**src/rtl/lrc_pkg.sv**
```systemverilog
package lrc_pkg;
  localparam int CHAR_W = 8;
  localparam int NIB_W  = 4;
  localparam int BYTE_W = 2 * NIB_W;

  typedef enum logic [2:0] {
    ST_IDLE,
    ST_FRAME,
    ST_CHK_HI,
    ST_CHK_LO,
    ST_DONE
  } lrc_state_t;

  // {ok, nibble}; ok is 0 for anything outside 0-9 / A-F
  function automatic logic [NIB_W:0] hex_decode(input logic [CHAR_W-1:0] c);
    logic [NIB_W:0] r;
    if (c >= 8'h30 && c <= 8'h39)
      r = {1'b1, c[NIB_W-1:0]};
    else if (c >= 8'h41 && c <= 8'h46)
      r = {1'b1, c[NIB_W-1:0] + 4'd9};
    else
      r = '0;
    return r;
  endfunction

  function automatic logic [CHAR_W-1:0] nib_to_ascii(input logic [NIB_W-1:0] n);
    logic [CHAR_W-1:0] r;
    if (n < 4'd10)
      r = 8'h30 + {4'h0, n};
    else
      r = 8'h37 + {4'h0, n};
    return r;
  endfunction
endpackage

```
**src/rtl/lrc_hex_pair.sv**
```systemverilog
module lrc_hex_pair
  import lrc_pkg::*;
(
  input  logic              clk,
  input  logic              rst_n,
  input  logic              clr,
  input  logic              step,
  input  logic [CHAR_W-1:0] ch,
  output logic              pair_done,
  output logic [BYTE_W-1:0] pair_byte,
  output logic              bad,
  output logic              half_open
);
  logic             phase_q;
  logic [NIB_W-1:0] hi_q;
  logic [NIB_W:0]   dec;
  logic             phase_eff;

  always_comb begin
    dec       = hex_decode(ch);
    phase_eff = phase_q & ~clr;
    pair_done = step & phase_eff;
    pair_byte = {hi_q, dec[NIB_W-1:0]};
    bad       = step & ~dec[NIB_W];
    half_open = phase_eff;
  end

  always_ff @(posedge clk) begin
    if (!rst_n) begin
      phase_q <= 1'b0;
      hi_q    <= '0;
    end else if (step) begin
      phase_q <= ~phase_eff;
      if (!phase_eff) hi_q <= dec[NIB_W-1:0];
    end
  end
endmodule

```
**src/rtl/lrc_sum_acc.sv**
```systemverilog
module lrc_sum_acc #(
  parameter int W = 8
) (
  input  logic         clk,
  input  logic         rst_n,
  input  logic         clr,
  input  logic         add,
  input  logic [W-1:0] addend,
  output logic [W-1:0] sum_next
);
  logic [W-1:0] sum_q;
  logic [W-1:0] base;

  always_comb begin
    base     = clr ? '0 : sum_q;
    sum_next = add ? base + addend : base;
  end

  always_ff @(posedge clk) begin
    if (!rst_n) sum_q <= '0;
    else if (clr || add) sum_q <= sum_next;
  end
endmodule

```
**src/rtl/lrc_frame_ctrl.sv**
```systemverilog
module lrc_frame_ctrl
  import lrc_pkg::*;
(
  input  logic              clk,
  input  logic              rst_n,
  input  logic              chk_mode,
  input  logic              in_valid,
  input  logic [CHAR_W-1:0] in_char,
  input  logic              in_sof,
  input  logic              in_eof,
  input  logic              bad,
  input  logic              half_open,
  input  logic [BYTE_W-1:0] sum_next,
  output logic              in_ready,
  output logic              clr,
  output logic              take,
  output logic              res_valid,
  output logic [CHAR_W-1:0] res_hi,
  output logic [CHAR_W-1:0] res_lo,
  output logic              res_fmt_err,
  output logic              res_checked,
  output logic              res_pass
);
  lrc_state_t        st_q;
  logic              err_q, err_next;
  logic              acc, open;
  logic [BYTE_W-1:0] lrc;
  logic [CHAR_W-1:0] rx_hi_q;

  always_comb begin
    in_ready  = (st_q != ST_DONE);
    acc       = in_valid & in_ready;
    open      = (st_q == ST_IDLE) | (st_q == ST_FRAME);
    clr       = acc & in_sof & open;
    take      = acc & ((st_q == ST_FRAME) | clr);
    err_next  = (clr ? 1'b0 : err_q) | bad;
    lrc       = BYTE_W'(0) - sum_next;
    res_valid = (st_q == ST_DONE);
    res_fmt_err = err_q;
  end

  always_ff @(posedge clk) begin
    if (!rst_n) begin
      st_q        <= ST_IDLE;
      err_q       <= 1'b0;
      rx_hi_q     <= '0;
      res_hi      <= '0;
      res_lo      <= '0;
      res_checked <= 1'b0;
      res_pass    <= 1'b0;
    end else begin
      case (st_q)
        ST_IDLE, ST_FRAME: begin
          if (take) begin
            if (in_eof) begin
              err_q       <= err_next | ~half_open;
              res_hi      <= nib_to_ascii(lrc[BYTE_W-1:NIB_W]);
              res_lo      <= nib_to_ascii(lrc[NIB_W-1:0]);
              res_checked <= chk_mode;
              res_pass    <= 1'b0;
              st_q        <= chk_mode ? ST_CHK_HI : ST_DONE;
            end else begin
              err_q <= err_next;
              st_q  <= ST_FRAME;
            end
          end
        end
        ST_CHK_HI: begin
          if (acc) begin
            rx_hi_q <= in_char;
            st_q    <= ST_CHK_LO;
          end
        end
        ST_CHK_LO: begin
          if (acc) begin
            res_pass <= (rx_hi_q == res_hi) && (in_char == res_lo) && !err_q;
            st_q     <= ST_DONE;
          end
        end
        default: st_q <= ST_IDLE;
      endcase
    end
  end
endmodule

```
**src/rtl/lrc_ascii_unit.sv**
```systemverilog
module lrc_ascii_unit
  import lrc_pkg::*;
(
  input  logic              clk,
  input  logic              rst_n,
  input  logic              chk_mode,
  input  logic              in_valid,
  output logic              in_ready,
  input  logic [CHAR_W-1:0] in_char,
  input  logic              in_sof,
  input  logic              in_eof,
  output logic              res_valid,
  output logic [CHAR_W-1:0] res_hi,
  output logic [CHAR_W-1:0] res_lo,
  output logic              res_fmt_err,
  output logic              res_checked,
  output logic              res_pass
);
  logic              clr, take, pair_done, bad, half_open;
  logic [BYTE_W-1:0] pair_byte, sum_next;

  lrc_hex_pair u_pair (
    .clk       (clk),
    .rst_n     (rst_n),
    .clr       (clr),
    .step      (take),
    .ch        (in_char),
    .pair_done (pair_done),
    .pair_byte (pair_byte),
    .bad       (bad),
    .half_open (half_open)
  );

  lrc_sum_acc #(.W(BYTE_W)) u_sum (
    .clk      (clk),
    .rst_n    (rst_n),
    .clr      (clr),
    .add      (pair_done),
    .addend   (pair_byte),
    .sum_next (sum_next)
  );

  lrc_frame_ctrl u_ctrl (
    .clk         (clk),
    .rst_n       (rst_n),
    .chk_mode    (chk_mode),
    .in_valid    (in_valid),
    .in_char     (in_char),
    .in_sof      (in_sof),
    .in_eof      (in_eof),
    .bad         (bad),
    .half_open   (half_open),
    .sum_next    (sum_next),
    .in_ready    (in_ready),
    .clr         (clr),
    .take        (take),
    .res_valid   (res_valid),
    .res_hi      (res_hi),
    .res_lo      (res_lo),
    .res_fmt_err (res_fmt_err),
    .res_checked (res_checked),
    .res_pass    (res_pass)
  );
endmodule

```
**config.mk**
```make
export PLATFORM = sky130hd
export DESIGN_NAME = lrc_ascii_unit
export DESIGN_NICKNAME = d
export VERILOG_FILES = /design/src/rtl/lrc_pkg.sv /design/src/rtl/lrc_hex_pair.sv /design/src/rtl/lrc_sum_acc.sv /design/src/rtl/lrc_frame_ctrl.sv /design/src/rtl/lrc_ascii_unit.sv
export SDC_FILE = /design/constraint.sdc
export NUM_CORES = 1
export LEC_CHECK = 0
export BUFFER_PORTS_ARGS = -buffer_cell sky130_fd_sc_hd__buf_4
export CAP_MARGIN = 20
export CORE_AREA = 2 2 78 80
export CTS_CLUSTER_SIZE = 25
export DETAILED_ROUTE_END_ITERATION = 10
export DIE_AREA = 0 0 80 82
export PLACE_DENSITY_LB_ADDON = 0.05
export SYNTH_ARGS = -nofsm -noshare
export SYNTH_HDL_FRONTEND = slang
export SYNTH_HIERARCHICAL = 1
export SYNTH_SLANG_ARGS = --single-unit
```
**constraint.sdc**
```tcl
create_clock -name clk -period 5.4 [get_ports clk]
set_input_delay 0.54 -clock clk [delete_from_list [all_inputs] [get_ports clk]]
set_output_delay 0.54 -clock clk [all_outputs]
set_load 0.01 [all_outputs]
```
# Yosys cells after proc, flatten, opt, wreduce, memory -nomap -nowiden

Index checks and enable logic that the tools add are counted.
Widths: inputs -> output; s select.

Logic and storage cells: 81
Input port bits: 14
Register bits: 43

Reductions and logical operators: 15
$lt $le $gt $ge: 6
Bitwise gates (word level): 14
$add $sub $neg: 7
Mux-type cells: 18
Eq/ne operators: 11

Operator list:

| kind                | count |
|---|---|
| $mux 8              | 4 |
| $add 6x4->7 const A | 4 |
| $eq 8x8->1          | 2 |
| $mux 3              | 5 |
| $mux 5              | 2 |
| $pmux 3 s3          | 1 |
| $add 8x8->8         | 1 |
| $ge 8x6->1 const B  | 1 |
| $ge 8x7->1 const B  | 1 |
| $le 8x6->1 const B  | 1 |
| $le 8x7->1 const B  | 1 |
| $lt 4x4->1 const B  | 2 |
| $sub 1x8->8 const A | 1 |
| $and 1x1->1         | 7 |
| $eq 3x2->1 const B  | 2 |
| $reduce_and 2->1    | 3 |
| $reduce_and 3->1    | 2 |
| $mux 1              | 5 |
| $add 4x4->4 const B | 1 |
| $logic_and 1x1->1   | 4 |
| $ne 2x1->1 const B  | 2 |
| $ne 2x2->1 const B  | 2 |
| $or 1x1->1          | 4 |
| $reduce_and 4->1    | 1 |
| 10 further kinds    | 12 |

# Logic depth before layout (Yosys ltp)

Gate-level depths: netlist of the first run.

Word-level depth: 11
Mapped depth: 22
Mapped depth without buffers: 22

# By module

Netlist of the first run, hierarchy kept.

Modules (own cells, without submodules):

| module         | seq. area each (sq um) | times used | cells an instance | area an instance (sq um) |
|---|---|---|---|---|
| lrc_frame_ctrl | 560.5                  | 1          | 204               | 1739.2 |
| lrc_sum_acc    | 160.2                  | 1          | 83                | 691.9 |
| lrc_hex_pair   | 100.1                  | 1          | 47                | 361.6 |

# Worst setup path before layout of the first run

OpenSTA, ideal clock, no wires.

Kind: input to register
Start: input port in_char[1]
End: register u_ctrl.res_hi[6]
Cell stages on the path: 18
Setup slack: 1.423 ns
Setup time: 0.116 ns
Data arrival time: 3.860 ns
Cells stage by stage: inv_1 ha_1 or3b_1 and4_2 nand2_1 nand2_1 ha_1 inv_1 fa_1 mux2i_1 inv_1 ha_1 buf_6 nor3b_2 xor2_1 ha_1 a21oi_1 a31o_2

Cells in the longest elaborated chain, start to end: 9

RTL lines:

| element                                   | RTL line             | text |
|---|---|---|
| start: declaration                        | lrc_ascii_unit.sv:9  | `input logic [CHAR_W-1:0] in_char,` |
| $ge 8x7->1 or $le 8x7->1 (tied branches)  | lrc_pkg.sv:19        | `else if (c >= 8'h41 && c <= 8'h46)` |
| $logic_and 1x1->1                         | lrc_pkg.sv:19        |  |
| $mux 5                                    | lrc_pkg.sv:19        |  |
| $mux 5 (*)                                | lrc_pkg.sv:17        | `if (c >= 8'h30 && c <= 8'h39)` |
| net pair_byte[0]                          | lrc_ascii_unit.sv:20 | `logic [BYTE_W-1:0] pair_byte, sum_next;` |
| $add 8x8->8 (*)                           | lrc_sum_acc.sv:16    | `sum_next = add ? base + addend : base;` |
| $mux 8 (*)                                | lrc_sum_acc.sv:16    |  |
| net sum_next[1]                           | lrc_ascii_unit.sv:20 |  |
| $sub 1x8->8 (*)                           | lrc_frame_ctrl.sv:37 | `lrc = BYTE_W'(0) - sum_next;` |
| $add 6x4->7, or another cell as far along | lrc_pkg.sv:31        | `r = 8'h37 + {4'h0, n};` |
| $mux 8 (*)                                | lrc_pkg.sv:28        | `if (n < 4'd10)` |
| end signal: assignment                    | lrc_frame_ctrl.sv:57 | `res_hi <= nib_to_ascii(lrc[BYTE_W-1:NIB_W]);` |
| end: declaration                          | lrc_frame_ctrl.sv:18 | `output logic [CHAR_W-1:0] res_hi,` |

Mark *: on every way through the listed nets, which the timed path passes. The rest lies on a longest branch.
A chain may end at the register's enable or synchronous reset.

# Worst setup path in the final report of the first run

Start: input port in_char[0]
End: register u_ctrl.res_hi[6]

The elaborated chain is that of the path after synthesis.

==> summary.md, run 1 <==
The run finished with clean final reports. Area share of the largest cell type after synthesis: 0.294. The internal power summed over all cells is 0.450 mW, and the largest net degree at the start of global routing is 28. The delay of the slowest cell on the worst path was 0.38 ns; the net switching fraction of the power was 0.294. The startpoint identified for the worst hold timing path is u_ctrl/res_checked.

In the final routed layout, each cell accounts on average for 15.1 um. The met3 track demand over resource came out at 0.0407. The run gives 0.00279 mm2 as the cell area after synthesis. The post-synthesis area per instance works out to 8.36 um2.

The final clock period utilization by the worst path came out at 0.762. The logs give 2253 for the number of global-route vias before repair and 0 for the final max-slew violation count. The largest fanout on the critical path is 12. The tools report the hold-critical path endpoint as u_ctrl/res_checked. The normalized max-slew margin is 0.514, and the proportion of power drawn by combinational gates is 0.144.

The first global-routing pass estimated 10900 um of wire. The area share of fa/ha/maj cells after synthesis was 0.0654. The number of synthesized register bits is 41, and the number of antenna violations at the first check in global routing is 0. The final layout contains routed wiring with a total length of 6620 um. Leaving out filler cells and counting taps, the final layout contains 437.

The count of nets left with antenna violations once routing finished came out at 0. The post-CTS clock slew at the launch and capture registers of the worst setup and hold paths was 0.09 ns. Number of vias per cell after detailed routing: 5.51. Net switching power: 0.187 mW. The die is 82 um tall.

The number of buffers and inverters on the critical path was 3. After synthesis, the largest family of logic cells by area is simple AND/OR/NAND/NOR gates. The worst IR drop on VDD is 0.149 mV.

After floorplanning, the core was divided into 28 placement rows. CTS built an H-tree with a depth of 2. Number of buffers added on ports: 32. The number of warnings printed during yosys synthesis was 6; the remaining routing DRC violations was 0. Setup TNS after final layout: 0 ns.

The path class of the lowest-slack min-delay path was register to register. The part of the total power dissipated in the clock network was 0.349. The die covers 0.00656 mm2.

On the critical path, the stage with the largest delay is an instance of sky130_fd_sc_hd__or3b_1. The number of setup buffers added after CTS is 0. The complex-gate fraction of the synthesized area was 0.190; the final number of setup-violating endpoints was 0. In this run the critical register-to-register path is captured at u_ctrl/res_hi[6]. At the pin with the least slew margin, the transition time is 0.729 ns. The tool flagged a number of max-cap violations equal to 0. Among all flip-flop cells after synthesis, the most frequent one is sky130_fd_sc_hd__dfxtp_1. The overall track demand over capacity in global routing came out at 0.216. The worst setup path is captured at a register.

The deepest clock path buffer count was 2. For the slack of the worst reg-to-reg path, the log shows 1.50 ns. Counting stages on the worst path, the most repeated cell is sky130_fd_sc_hd__ha_1. The iteration-0 DRC count of the detailed router is 130, and the initial cell density of the core is 0.486. Measured along the x axis, the die boundary spans 80 um. The pre-antenna-repair detailed-routing pass consisted of 4 iterations.

The worst hold path was traced through 2 stages. The post-synthesis simple-gate area fraction was 0.261. The half-perimeter wire length of the detailed placement result is 5010 um. The total core area was 0.00575 mm2. After detailed placement, the design holds a cell count of 429. The tools report the number of buffers added to fix hold violations after cts as 0. The number of sinks on the clock net was 41. The critical path launch point type was an input pin.

Sequential area share after synthesis: 0.294. By area the synthesized netlist is led by sky130_fd_sc_hd__dfxtp_1 29%, sky130_fd_sc_hd__ha_1 5.8%, sky130_fd_sc_hd__xor2_1 5.3%. The total power draw was 0.637 mW; the count of mapped cells out of synthesis was 334. The global-route met1 utilization is 0.293, and the number of enable-type register cells in the synthesized netlist is 0. The total grt overflow is 0, and the insertion delay to the later sink of the worst-skew pair is 0.30 ns. Summed over all cells, the static leakage comes to 1.39 nW. The count of distinct cell types in the synthesized netlist is 70, and the sequential share of power is 0.506. The critical path goes through buf_4, inv_1, ha_1, or3b_1, and4_2, a22oi_1, inv_1, ha_1, a21o_1, a211oi_1, nor3_1, a21o_1, nor2_1, nand2_2, xnor2_1, ha_1, a21oi_1, a31o_2.

After global routing, the most crowded layer is met2. The library cell with the highest instance count after synthesis was sky130_fd_sc_hd__dfxtp_1. The number of gates resized after cts is 0, and the worst clock skew is 0.00717 ns. The tools report the startpoint of the worst-slack reg-to-reg timing path as u_ctrl/st_q[1]. The final layout contains 389 nets. The run gives 0.354 as the routing usage on met2.

Clock tree synthesis inserted a total of 5 buffers. Critical path start-end classification: input pin to register. The area growth from synthesis to layout is 12.2%. The xor/xnor cell area share of the yosys netlist works out to 0.0659.

The share of synthesized registers carrying an async set or reset was 0; the total number of vias was 2407. The logs give 0 for the final hold violation count and 5.61 ns for the required time of the critical path. 35 I/O pins were placed. The number of antenna diodes in the final layout is 0.

Static timing analysis puts the maximum clock frequency at 0.243 GHz. The root buffer cell chosen for the clock tree is sky130_fd_sc_hd__clkbuf_8. The cell class contributing the biggest share of worst-path delay is compound AO/OA/AOI/OAI gates. By count the netlist is led by 41 x sky130_fd_sc_hd__dfxtp_1, 29 x sky130_fd_sc_hd__nor2_1, 26 x sky130_fd_sc_hd__nand2_1, 20 x sky130_fd_sc_hd__a21oi_1, 19 x sky130_fd_sc_hd__o21ai_0. The mux contribution to synthesized area is 0.0587. The largest total area in the synthesized netlist belongs to sky130_fd_sc_hd__dfxtp_1.

The routed design could run at a clock period as short as 4.12 ns. The fraction of final layout cells with drive strength greater than 1 works out to 0.177. TritonCTS built the clock tree. Data arrives at the worst endpoint at 4.32 ns. The final estimated routing congestion in global placement was 0.857. The number of cells on the worst reg-to-reg path is 14. The power per cell area came out at 203 mW/mm2.

Setup repair after global routing left no endpoint under its margin.
metal layers:
| layer | up-vias | part of all wire |
|---|---|---|
| li1 | 1232 | - |
| met1 | 1126 | 0.49 |
| met2 | 45 | 0.47 |
| met3 | 4 | 0.032 |
| met4 | 0 | 0.0066 |
| met5 | - | 0 |
worst register-to-register path, stage by stage (launching register included):
cell,delay (ns)
sky130_fd_sc_hd__dfxtp_1,0.39
sky130_fd_sc_hd__nor3b_1,0.29
sky130_fd_sc_hd__and2_1,0.17
sky130_fd_sc_hd__buf_4,0.17
sky130_fd_sc_hd__nor2b_1,0.08
sky130_fd_sc_hd__and2_1,0.22
sky130_fd_sc_hd__inv_1,0.33
sky130_fd_sc_hd__mux2_2,0.46
sky130_fd_sc_hd__inv_1,0.13
sky130_fd_sc_hd__ha_1,0.45
sky130_fd_sc_hd__nor3b_2,0.27
sky130_fd_sc_hd__xor2_1,0.26
sky130_fd_sc_hd__ha_1,0.24
sky130_fd_sc_hd__a21oi_1,0.10
sky130_fd_sc_hd__a31o_2,0.25
cell families after synthesis:
group / count (synthesis)
and+or+nand+nor: 129
AOI/OAI and AO/OA: 79
DFF: 41
buffers and inverters: 33
xor gates and xnor gates: 21
muxes: 16
adders and majority gates: 14
other: 1
worst max-delay path by stage:
stage          startpoint          endpoint  cells after the start
2_1_floorplan  in_char[1]  u_ctrl/res_hi[6]                     18
6_report       in_char[0]  u_ctrl/res_hi[6]                     18
4_1_cts        in_char[0]  u_ctrl/res_hi[1]                     18
5_1_grt        in_char[1]  u_ctrl/res_hi[2]                     19
3_3_place_gp   in_char[0]  u_ctrl/res_hi[6]                     18
3_5_place_dp   in_char[1]  u_ctrl/res_hi[6]                     18
cells in the final DEF, fill, tap and decap left out, types with 7 or more instances in the layout:
master and count:
sky130_fd_sc_hd__xor2_1 17, sky130_fd_sc_hd__and2_1 7, sky130_fd_sc_hd__mux2i_1 13, sky130_fd_sc_hd__nor2b_1 11, sky130_fd_sc_hd__dfxtp_1 41, sky130_fd_sc_hd__nand2_1 26
sky130_fd_sc_hd__nor2_1 29, sky130_fd_sc_hd__a21oi_1 20, sky130_fd_sc_hd__buf_4 34, sky130_fd_sc_hd__ha_1 13, sky130_fd_sc_hd__o21ai_0 19, sky130_fd_sc_hd__inv_1 17
sky130_fd_sc_hd__nor3_1 8
cell type report:
class | instances | area [um2]
clock buffers | 5 | 68.8
clock inverters | 3 | 28.8
fillers | 565 | 2610
inverters | 18 | 67.6
multi-input cells | 261 | 1800
flip-flops and latches | 41 | 821
well taps | 75 | 93.8
repair buffers | 34 | 255
flip-flops by register name (all words and copies together), names as in the netlist:
register            count
u_pair/phase_q          1
u_sum/sum_q             8
u_ctrl/res_pass         1
u_ctrl/rx_hi_q          8
u_ctrl/res_checked      1
u_ctrl/res_hi           7
u_ctrl/res_fmt_err      1
u_pair/hi_q             4
u_ctrl/res_lo           7
u_ctrl/st_q             3
power groups by stage:
| stage | clock network, mW | logic, mW | registers, mW |
|---|---|---|---|
| 2_1_floorplan | 0 | 0.0565 | 0.329 |
| 3_3_place_gp | 0 | 0.0914 | 0.330 |
| 3_5_place_dp | 0 | 0.0923 | 0.330 |
| 4_1_cts | 0.233 | 0.0926 | 0.323 |
| 5_1_grt | 0.245 | 0.103 | 0.324 |
| 6_report | 0.223 | 0.0920 | 0.323 |
metrics by stage:
step | util | instance area (um2) | hold WS (ns) | setup slack (ns)
after detailed placement | 0.528 | 3040 | 0.452 | 0.964
after global routing | 0.545 | 3130 | 0.480 | 0.933
after CTS | 0.545 | 3130 | 0.465 | 1.31
final | 0.545 | 3130 | 0.461 | 1.28
after global placement | 0.528 | 3040 | 0.446 | 1.02
after floorplan | - | 2800 | 0.452 | 1.42
Note: power is estimated with default switching activity, not from simulation.
==> run 2: changes to the inputs <==
clock period = 3.7 ns   (was 5.4 ns; I/O delays follow)
==> run 2 against run 1 <==
Compared with the run above:
- total power is 51% higher
- die area stayed put
- global-route usage rose by 1.1 points
- setup slack lost 1.2 ns
- utilization rose by 10 points
- via count rose by 12%
- critical endpoint unchanged
- largest cell class unchanged
- highest routed layer unchanged
==> summary.md, run 2 (same netlist as run 1, synthesis figures left out) <==
The logs give 7510 um (+14%) for the total routed wirelength and 28 (unchanged) for the largest net degree at the start of global routing. The deepest clock path buffer count is 2 (unchanged), and the initial cell density of the core is 0.486 (unchanged). TritonCTS built the clock tree. STA classifies the critical path startpoint as an input pin.

The layout overhead on the synthesized area works out to 33.0%. The root buffer cell chosen for the clock tree is sky130_fd_sc_hd__clkbuf_8. For the half-perimeter wire length of the detailed placement result, the log shows 5500 um (+9.8%). The power per cell area was 260 mW/mm2 (+28%); the final design utilization was 0.646 (+0.101). The tools report the number of sinks on the clock net as 41 (unchanged).

Timing would allow up to 0.274 GHz. The top metal layer carrying routed signals was met4. The number of nets still failing antenna checks after routing came out at 0 (unchanged).

The first-pass iteration count of the detailed router is 4 (unchanged), and the slew at the pin closest to its max-slew limit is 0.731 ns (+0.00274 ns). For the area taken by flip-flops and latches, the log shows 821 um2 (unchanged). The total grt overflow was 0 (unchanged).

The placed cell count was 474 (+10%); the global-route wire length before repair was 11400 um (+5.2%). The height of the die was 82 um (unchanged). The number of antenna violations at the first check in global routing was 0 (unchanged).

The largest fanout on the critical path is 4 (-8). Insertion delay to the later sink of the worst-skew pair: 0.31 ns (about the same). The worst hold path cell count was 3 (+1); the worst clock skew was 0.00903 ns (+0.00186 ns). The final net count is 439 (+13%). The run gives 0.512 (-0.00183) as the normalized max-slew margin.

The logs give 5 (unchanged) for the number of buffers added by the clock tree synthesis step and 0 (unchanged) for the diode insertion count for antenna repair. The logs give 3.86 ns (-0.46 ns) for the critical path data arrival time and 388 um (+83%) for the met3 wire length. The run gives 2315 (+2.8%) as the number of global-route vias before repair. The startpoint identified for the worst hold timing path is chk_mode. The tools report the remaining routing DRC violations as 0 (unchanged).

Path class of the lowest-slack min-delay path: input pin to register. Critical path launch point: in_char[0]. The library cell used most frequently in the layout, excluding fill and tap cells, is sky130_fd_sc_hd__buf_4. The slack of the worst reg-to-reg path was 0.24 ns (-1.26 ns). The top cell types in the final layout, fill and taps aside, are 83 x sky130_fd_sc_hd__buf_4, 41 x sky130_fd_sc_hd__dfxtp_1, 27 x sky130_fd_sc_hd__nor2_1. The number of ports placed on the die boundary is 35 (unchanged), and the fraction of final layout cells with drive strength greater than 1 is 0.354 (+0.178). The capturing point of the worst reg2reg path is u_ctrl/res_hi[6]. The final clock period utilization by the worst path works out to 0.987. The run gives 3510 um (+8.7%) as the detailed-route wire length on metal 1. The flow ran to the end, and the final reports show no timing, DRC or antenna violations.

Number of cells in the finished layout apart from fillers: 487 (+11%). In the final layout, the registers with the most flip-flops are u_ctrl/rx_hi_q x8, u_sum/sum_q x8. For the required time of the critical path, the log shows 3.91 ns (-1.70 ns).

Final max-slew violation count: 0 (unchanged). The number of fillers in the final layout is 508 (-10%). The clock period minus worst slack is 3.65 ns, and the number of vias per cell after detailed routing is 5.52 (+0.17%).

The post-CTS clock slew at the launch and capture registers of the worst setup and hold paths works out to 0.09 ns (about the same). The detailed-route wire length per cell is 15.4 um (+1.9%). The critical path start-end classification is input pin to register. The worst register-to-register path begins at u_ctrl/st_q[2]. The logs give 0.00656 mm2 (unchanged) for the floorplan die area and 0.835 (-2.6%) for the final estimated routing congestion in global placement. The number of cells on the worst reg-to-reg path was 15 (+1). The total met2 wirelength after detailed routing came out at 3510 um (+12%). The worst hold path terminates at u_ctrl/res_checked. The critical path endpoint category is a register. The leakage power came out at 1.62 nW (+17%).

The final number of setup-violating endpoints came out at 0 (unchanged). The count of H-tree levels built during CTS was 2 (unchanged). The number of core rows was 28 (unchanged); the worst IR drop on VDD was 0.181 mV (+22%). The iteration-0 DRC count of the detailed router is 133 (+2.3%), and the horizontal die dimension is 80 um (unchanged).

The number of max-cap violations was 0 (unchanged). The logs give 0 (unchanged) for the final hold violation count and 0.00575 mm2 (unchanged) for the total core area. The tools report the overall track demand over capacity in global routing as 0.226 (+0.0107). The run gives 2687 (+12%) as the total number of vias. The area of combinational cells with multiple inputs was 0.00199 mm2 (+11%).

The number of buffers added on ports is 32 (unchanged).
==> run 2: how the worst max path moves through the flow <==
stage / end / slack [ns]
after floorplan: u_ctrl/res_hi[1] / 0.02
after global placement: u_ctrl/res_hi[1] / -0.27
after detailed placement: u_ctrl/res_hi[1] / -0.36
after CTS: u_ctrl/res_hi[1] / 0.02
after global routing: u_ctrl/res_hi[2] / -0.04
final: u_ctrl/res_hi[6] / 0.05
==> run 2: layout make-up <==
type | count | share of cell area
multi-input combinational | 261 | 0.537
sequential | 41 | 0.221
timing repair buffer | 84 | 0.173
tap | 75 | 0.0253
clock buffer | 5 | 0.0185
inverter | 18 | 0.0182
clock inverter | 3 | 0.00674
==> run 2: through the flow <==
step	TNS [ns]	hold slack (ns)	instance area (um2)	worst slack (ns)	power, mW
after floorplan	0	0.452	2820	0.0157	0.563
after global placement	-1.66	0.447	3410	-0.274	0.631
after detailed placement	-2.39	0.459	3410	-0.361	0.633
after CTS	0	0.331	3500	0.0222	0.956
after global routing	-0.203	0.354	3710	-0.0434	1.01
final	0	0.331	3710	0.0499	0.965
==> run 2: report_power, final <==
part	total, mW	internal (mW)	switching, mW
logic	0.167	0.0789	0.0882
registers	0.470	0.457	0.0138
clock network	0.328	0.138	0.190
total	0.965	0.673	0.292
==> run 2: repair_timing <==
action                     4_1_cts  5_1_grt
gates cloned                     0        0
hold buffers                     0        0
setup endpoints to repair        2       12
gates resized for setup          1       35
buffers inserted                 0        5
pin swaps                        0       11
==> run 2: critical path, cell delays in order <==
cell and delay [ns]:
sky130_fd_sc_hd__buf_4 0.10, sky130_fd_sc_hd__inv_1 0.05, sky130_fd_sc_hd__ha_1 0.21, sky130_fd_sc_hd__or3b_4 0.25, sky130_fd_sc_hd__nand4_4 0.10, sky130_fd_sc_hd__or4b_4 0.56
sky130_fd_sc_hd__nand2_2 0.07, sky130_fd_sc_hd__ha_2 0.27, sky130_fd_sc_hd__nor2b_2 0.16, sky130_fd_sc_hd__o21ai_2 0.20, sky130_fd_sc_hd__and3_4 0.21, sky130_fd_sc_hd__nor3_2 0.05
sky130_fd_sc_hd__or2_4 0.26, sky130_fd_sc_hd__nor4_2 0.33, sky130_fd_sc_hd__xor2_1 0.30, sky130_fd_sc_hd__a21oi_2 0.11, sky130_fd_sc_hd__a31o_2 0.24
==> run 2: routing by layer <==
metal | vias to the layer above | GRT usage
met3 | 10 | 0.0418
li1 | 1326 | -
met1 | 1279 | 0.308
met4 | 0 | 0.0559
met2 | 72 | 0.372
met5 | - | 0
